[src/rtl/sbe_pkg.sv]
package sbe_pkg;

  typedef struct packed {
    logic c;
    logic s;
    logic z;
    logic v;
  } flags_t;

  typedef enum logic [3:0] {
    CC_EQ = 4'd0,  CC_NE = 4'd1,  CC_CS = 4'd2,  CC_CC = 4'd3,
    CC_MI = 4'd4,  CC_PL = 4'd5,  CC_VS = 4'd6,  CC_VC = 4'd7,
    CC_HI = 4'd8,  CC_LS = 4'd9,  CC_GE = 4'd10, CC_LT = 4'd11,
    CC_GT = 4'd12, CC_LE = 4'd13, CC_AL = 4'd14, CC_NV = 4'd15
  } cond_e;

endpackage

[src/rtl/sbe_flag_gen.sv]
module sbe_flag_gen
  import sbe_pkg::*;
#(
  parameter int DW = 8
) (
  input  logic [DW-1:0] res_i,
  input  logic          c_msb_i,
  input  logic          c_pre_i,
  output flags_t        flg_o
);

  always_comb begin
    flg_o.c = c_msb_i;
    flg_o.s = res_i[DW-1];
    flg_o.z = ~|res_i;
    flg_o.v = c_msb_i ^ c_pre_i;
  end

endmodule

[src/rtl/sbe_flag_reg.sv]
module sbe_flag_reg
  import sbe_pkg::*;
(
  input  logic   clk,
  input  logic   rst_n,
  input  logic   ld_i,
  input  flags_t d_i,
  output flags_t q_o
);

  flags_t q_nxt;

  always_comb begin
    q_nxt = q_o;
    if (ld_i) begin
      q_nxt = d_i;
    end
  end

  always_ff @(posedge clk or negedge rst_n) begin
    if (!rst_n) begin
      q_o <= '0;
    end else begin
      q_o <= q_nxt;
    end
  end

endmodule

[src/rtl/sbe_cond_dec.sv]
module sbe_cond_dec
  import sbe_pkg::*;
(
  input  flags_t     flg_i,
  input  logic [3:0] cond_i,
  output logic       take_o
);

  logic  lt_s;
  cond_e cc;

  always_comb begin
    lt_s = flg_i.s ^ flg_i.v;
    cc   = cond_e'(cond_i);
    unique case (cc)
      CC_EQ:   take_o = flg_i.z;
      CC_NE:   take_o = ~flg_i.z;
      CC_CS:   take_o = flg_i.c;
      CC_CC:   take_o = ~flg_i.c;
      CC_MI:   take_o = flg_i.s;
      CC_PL:   take_o = ~flg_i.s;
      CC_VS:   take_o = flg_i.v;
      CC_VC:   take_o = ~flg_i.v;
      CC_HI:   take_o = flg_i.c & ~flg_i.z;
      CC_LS:   take_o = ~flg_i.c | flg_i.z;
      CC_GE:   take_o = ~lt_s;
      CC_LT:   take_o = lt_s;
      CC_GT:   take_o = ~flg_i.z & ~lt_s;
      CC_LE:   take_o = flg_i.z | lt_s;
      CC_AL:   take_o = 1'b1;
      default: take_o = 1'b0;
    endcase
  end

endmodule

[src/rtl/status_branch_eval.sv]
module status_branch_eval
  import sbe_pkg::*;
#(
  parameter int DW = 8
) (
  input  logic          clk,
  input  logic          rst_n,
  input  logic [DW-1:0] res_i,
  input  logic          c_msb_i,
  input  logic          c_pre_i,
  input  logic          flag_ld_i,
  input  logic [3:0]    cond_i,
  output logic          take_o
);

  flags_t flg_d;
  flags_t flg_q;

  sbe_flag_gen #(.DW(DW)) i_gen (
    .res_i   (res_i),
    .c_msb_i (c_msb_i),
    .c_pre_i (c_pre_i),
    .flg_o   (flg_d)
  );

  sbe_flag_reg i_reg (
    .clk   (clk),
    .rst_n (rst_n),
    .ld_i  (flag_ld_i),
    .d_i   (flg_d),
    .q_o   (flg_q)
  );

  sbe_cond_dec i_dec (
    .flg_i  (flg_q),
    .cond_i (cond_i),
    .take_o (take_o)
  );

endmodule

[config.mk]
export PLATFORM = sky130hd
export DESIGN_NAME = status_branch_eval
export DESIGN_NICKNAME = d
export VERILOG_FILES = /design/src/rtl/sbe_pkg.sv /design/src/rtl/sbe_flag_gen.sv /design/src/rtl/sbe_flag_reg.sv /design/src/rtl/sbe_cond_dec.sv /design/src/rtl/status_branch_eval.sv
export SDC_FILE = /design/constraint.sdc
export NUM_CORES = 1
export LEC_CHECK = 0
export CAP_MARGIN = 10
export CORE_AREA = 10 10 47 49
export CTS_CLUSTER_DIAMETER = 100
export DETAILED_ROUTE_END_ITERATION = 7
export DIE_AREA = 0 0 57 59
export PLACE_DENSITY_LB_ADDON = 0.15
export SYNTH_ARGS = -nofsm -noshare
export SYNTH_HDL_FRONTEND = slang
export SYNTH_SLANG_ARGS = --single-unit
[constraint.sdc]
create_clock -name clk -period 1.5 [get_ports clk]
set_clock_uncertainty 0.1 [all_clocks]
set_input_delay 0.15 -clock clk [delete_from_list [all_inputs] [get_ports clk]]
set_output_delay 0.15 -clock clk [all_outputs]
set_load 0.02 [all_outputs]
; ---- After elaboration in Yosys (flattened, before gate mapping)
; Index checks and enable logic that the tools add are counted.
[totals]
latch_bits = 0
ff_bits = 4
memories = 0
mem_bits_ro = 0
mem_bits_rw = 0
[op_classes]
n_reduce_logical = 3
muxes = 1
add_sub_neg = 0
order_cmp = 0
mul = 0
shift = 0
div = 0
n_bitwise = 11
eq_ne = 14
[ops]
columns = op, count
row1 = $eq A4 B4 Y1 const B, 7
row2 = $eq A4 B3 Y1 const B, 4
row3 = $pmux W1 S15, 1
row4 = $eq A4 B2 Y1 const B, 2
row5 = $reduce_or A8 Y1, 1
row6 = $not A1 Y1, 5
row7 = $eq A4 B1 Y1 const B, 1
row8 = $logic_not A4 Y1, 1
row9 = $and A1 B1 Y1, 2
row10 = $or A1 B1 Y1, 2
row11 = $xor A1 B1 Y1, 2
row12 = $logic_not A1 Y1, 1

; ---- Logic depth before layout (Yosys ltp)
[logic_depth]
ltp_word = 4
mapped_depth = 5
mapped_depth_nobuf = 4

; ---- Hierarchy
; From an unflattened synthesis, not the netlist that was laid out.
[unflattened]
hier_cells = 42
hier_area_um2 = 381.6
[by_module_without_submodules]
columns = module, area_per_inst_um2, cells_each, instances, seq_area_each_um2
row1 = sbe_cond_dec, 193.9, 28, 1, 0.0
row2 = sbe_flag_reg, 145.1, 8, 1, 100.1
row3 = sbe_flag_gen, 42.5, 6, 1, 0.0

; ---- Least setup slack after synthesis
; Ideal clock, no wire load.
[synth_path]
path_type = reg-to-output
startpoint = register i_reg.q_o[2] (netlist name)
endpoint = output take_o
path_stages_with_launch = 6
n_path_buf = 1
arrival_time_ps = 1336
slack_ps = -86
t_required_ps = 1250
cell_sequence = dfrtp_1 buf_2 nor4bb_1 o31ai_1 a31oi_1 a311o_1
[synth_via]
elab_chain_cells = 4
elab_cells_between_ends = 6
[synth_lines]
columns = item, line_no
row1 = start: declaration, sbe_flag_reg.sv:8  ; output flags_t q_o
row2 = start signal: assignment, sbe_flag_reg.sv:24  ; q_o <= q_nxt;
row3 = $xor A1 B1 Y1, sbe_cond_dec.sv:13  ; lt_s = flg_i.s ^ flg_i.v;
row4 = $not A1 Y1, "sbe_cond_dec.sv:26, sbe_cond_dec.sv:28"
row5 = $and A1 B1 Y1, sbe_cond_dec.sv:28  ; CC_GT: take_o = ~flg_i.z & ~lt_s;
row6 = $pmux W1 S15 (*), sbe_cond_dec.sv:15  ; unique case (cc)
row7 = end: declaration, status_branch_eval.sv:13  ; output logic take_o
; Mark *: on every way between the ends. The rest lies on a longest branch, timed or not.

; ---- Final worst setup path
[layout_path]
startpoint = input cond_i[3]
endpoint = output take_o
[layout_via]
elab_chain_cells = 2
elab_cells_between_ends = 16
[layout_lines]
columns = item, line_no
row1 = start: declaration, status_branch_eval.sv:12  ; input logic [3:0] cond_i,
row2 = $eq A4 B4 Y1 (tied with other cells), sbe_cond_dec.sv:15
row3 = $pmux W1 S15 (*), sbe_cond_dec.sv:15
; Marked as above.

==> flow_summary_export.csv <==
group,metric,value,unit
placement,place_worst_setup_slack,-0.819,ns
logic_synthesis,synth_edf_count,0,
worst_setup_path,cp_cell_sequence,"clkdlybuf4s50_1 > and3b_1 > a22oi_2 > xnor2_1 > a311o_1 > buf_2",
sta,slew_violations,0,
sta,rsz0062_at_grt,"true",
clock_network,tritoncts,"done",
worst_setup_path,crit_path_end_kind,"output port",
cells_and_area,area_growth,66.2,%
placement,place_area,586,sq um
pwr,power_density,695,nW/um^2
placement,gp_congestion,0.704,
pwr,sw_frac_of_total,28.1,%
clock_network,cts_setup_buffers,0,
sta,setup_viol,1,
worst_setup_path,cp_max_fo,5,
pwr,irDropWorstVdd,0.000488,V
grt,met3_usage,4.94,%
logic_synthesis,syn_avg_cell_area,8.85,sq um
hold_path,hold_path.class,"in -> async",
logic_synthesis,synth_flop_cell,"dfrtp_1",
grt,gr-total-overflow,0,
worst_setup_path,cp.arrival,1.61,ns
cells_and_area,nets,83,
cells_and_area,drive_gt1_share,23.4,%
floorplan,ios,18,
logic_synthesis,seq_area_frac_synth,27.6,%
clock_network,postCtsHoldBufs,0,
cells_and_area,regMostFlops,"i_reg.q_o",
logic_synthesis,yosys-top-cells-count,"5 x xnor2_1, 4 x dfrtp_1, 4 x nor2b_1",
clock_network,root_buffer,"clkbuf_4",
worst_setup_path,setup.worst_path.start_class,"input port",
logic_synthesis,synth.area.top_cells,"dfrtp_1 28%, xnor2_1 12%, nor2b_1 6.9%",
grt,gr-usage-all-layers,6.37,%
clock_network,cts.sinks,4,
placement,portBuffers,17,
sta,whs,0.00880,ns
logic_synthesis,synth_top_area_share,27.6,%
grt,grt_max_degree,10,
flow_run,maxCapViolCount,0,
logic_synthesis,async_flop_share,100,%
drt,ant_nets,0,
drt,drtIter0Drc,3,
pwr,p_int,0.000301,W
grt,grt_most_used_layer,"met2",
pwr,seqPwrFrac,32.4,%
floorplan,dieArea,3360,sq um
logic_synthesis,synth_seq_cells,4,
worst_setup_path,crit_path_top_delay_cell,"clkdlybuf4s50_1",
sta,tightest_slew,0.296,ns
clock_network,clk_pin_slew,0.04,ns
outcome,status,"complete, but fails checks",
logic_synthesis,synth_area,363,sq um
sta,layout_setup_ws,-0.364,ns
logic_synthesis,synth_most_common_cell,"xnor2_1",
drt,drc_errors,0,
pwr,switchingPower,0.000118,W
sta,hold_viol,0,
logic_synthesis,syn-num-nets,58,
drt,wl_per_cell,12.5,um
drt,firstDrtPassIters,4,
cells_and_area,largest_reg_flops,4,
grt,grt_pass1_vias,427,
pwr,clock_power_share,33.2,%
sta,fin_crit_sh,124,%
clock_network,h-tree-depth,1,
drt,via_per_inst,4.89,
drt,vias,391,
clock_network,clockBufferDepth,2,
grt,grt_use_met2,8.53,%
sta,max_freq,536,MHz
placement,dp.final_hpwl,797,um
drt,wl,998,um
floorplan,fp.dieW,57,um
sta,tns,-0.364,ns
pwr,combPwrFrac,34.3,%
worst_setup_path,critPathKind,"in -> out",
logic_synthesis,yosysTopAreaCell,"dfrtp_1",
floorplan,core,1400,sq um
floorplan,die_y,59,um
grt,grt_pass1_wl,1750,um
pwr,power.leakage,0.236,nW
sta,maxSlewHeadroom,80.2,%
clock_network,cts-buffers-inserted,3,
sta,finalCriticalPeriod,1.86,ns
clock_network,insertion_delay,0.24,ns
logic_synthesis,synth.distinct_cells,24,
worst_setup_path,worstPathRequired,1.25,ns
logic_synthesis,ys_warn_count,0,
grt,use_met1,7.19,%
cells_and_area,design_area,603,sq um
cells_and_area,diodes,0,
outcome,violations,"negative setup slack",
cells_and_area,reg_top3,"i_reg.q_o x4",
floorplan,row_count,14,
grt,antenna_found_initial,0,
floorplan,initial_core_util,25.9,%
worst_setup_path,cpPeakStageDelay,0.50,ns
logic_synthesis,netlist_instances,41,
[metrics by stage]
| step | std cells | utilization, % | total power, W |
|---|---|---|---|
| detailed placement | 77 | 41.8 | 0.000287 |
| global placement | 77 | 41.8 | 0.000288 |
| floorplan | 41 | - | 0.000212 |
| CTS | 80 | 43.0 | 0.000428 |
| global route | 80 | 43.0 | 0.000449 |
| finish | 80 | 43.0 | 0.000419 |
[timing repair]
action | 4_1_cts | 5_1_grt
setup endpoints to repair | 1 | 1
gates resized for setup | 8 | 0
pin swaps | 0 | 0
[per-layer routing]
metal	vias up	share of wire [%]
met5	-	0
met4	0	1.7
met3	5	13
met2	21	38
met1	168	47
li1	197	-
[layout by cell type (no fill, tap or decap), types with 2 or more instances in the layout]
master           synthesis  final
clkdlybuf4s50_1          0     14
buf_4                    1      5
nor2b_1                  4      4
xnor2_1                  5      4
o21ai_0                  3      3
clkbuf_4                 0      3
inv_1                    2      2
nor3b_1                  2      2
a21oi_1                  2      2
nor4_1                   2      2
mux2_2                   2      2
dfrtp_2                  0      2
dfrtp_1                  4      2
dlygate4sd2_1            0      2
[final cells by class]
cell class / count / area, sq um
Fill cell: 152 / 798
Multi-Input combinational cell: 33 / 250
Tap cell: 16 / 20.0
Inverter: 2 / 7.51
Timing Repair Buffer: 22 / 200
Clock buffer: 3 / 22.5
Sequential cell: 4 / 103
[worst max-delay path, delay by kind of cell]
family	cells	cell delay, ns
AND/OR/NAND/NOR	1	0.23
XOR/XNOR	1	0.08
buffers and inverters	2	0.66
AO/OA/AOI/OAI	2	0.49
[cell families (layout without fill, tap and decap cells)]
kind of cell           Yosys count  count (layout)  synth area share, %
AND/OR/NAND/NOR                 14              14                 24.5
multiplexers                     2               2                 6.21
flip-flops                       4               4                 27.6
AO/OA/AOI/OAI                   11              11                 21.7
buffers and inverters            4              27                 5.52
XOR/XNOR                         6               6                 14.5
[path summary, 6_finish.rpt]
path / startpoint / endpoint / slack, ns / cells after the start
worst max-delay path: cond_i[3] / take_o / -0.36 / 6
worst min-delay path: rst_n / i_reg.q_o[1] / 0.009 / 1
worst max register to register: i_reg.q_o[2] / i_reg.q_o[2] / 0.55 / 1
worst min register to register: i_reg.q_o[3] / i_reg.q_o[3] / 0.48 / 1
max in group asynchronous: rst_n / i_reg.q_o[2] / 1.11 / 1
min in group clk: res_i[7] / i_reg.q_o[2] / 0.46 / 2
[power by group through the flow]
| stage | Clock (W) | Sequential [W] | Combinational, W |
|---|---|---|---|
| 2_1_floorplan | 0 | 0.000127 | 0.0000851 |
| 3_3_place_gp | 0 | 0.000136 | 0.000152 |
| 3_5_place_dp | 0 | 0.000136 | 0.000151 |
| 4_1_cts | 0.000147 | 0.000136 | 0.000145 |
| 5_1_grt | 0.000152 | 0.000138 | 0.000159 |
| 6_report | 0.000139 | 0.000136 | 0.000144 |
Power figures use the tool's default switching activity.
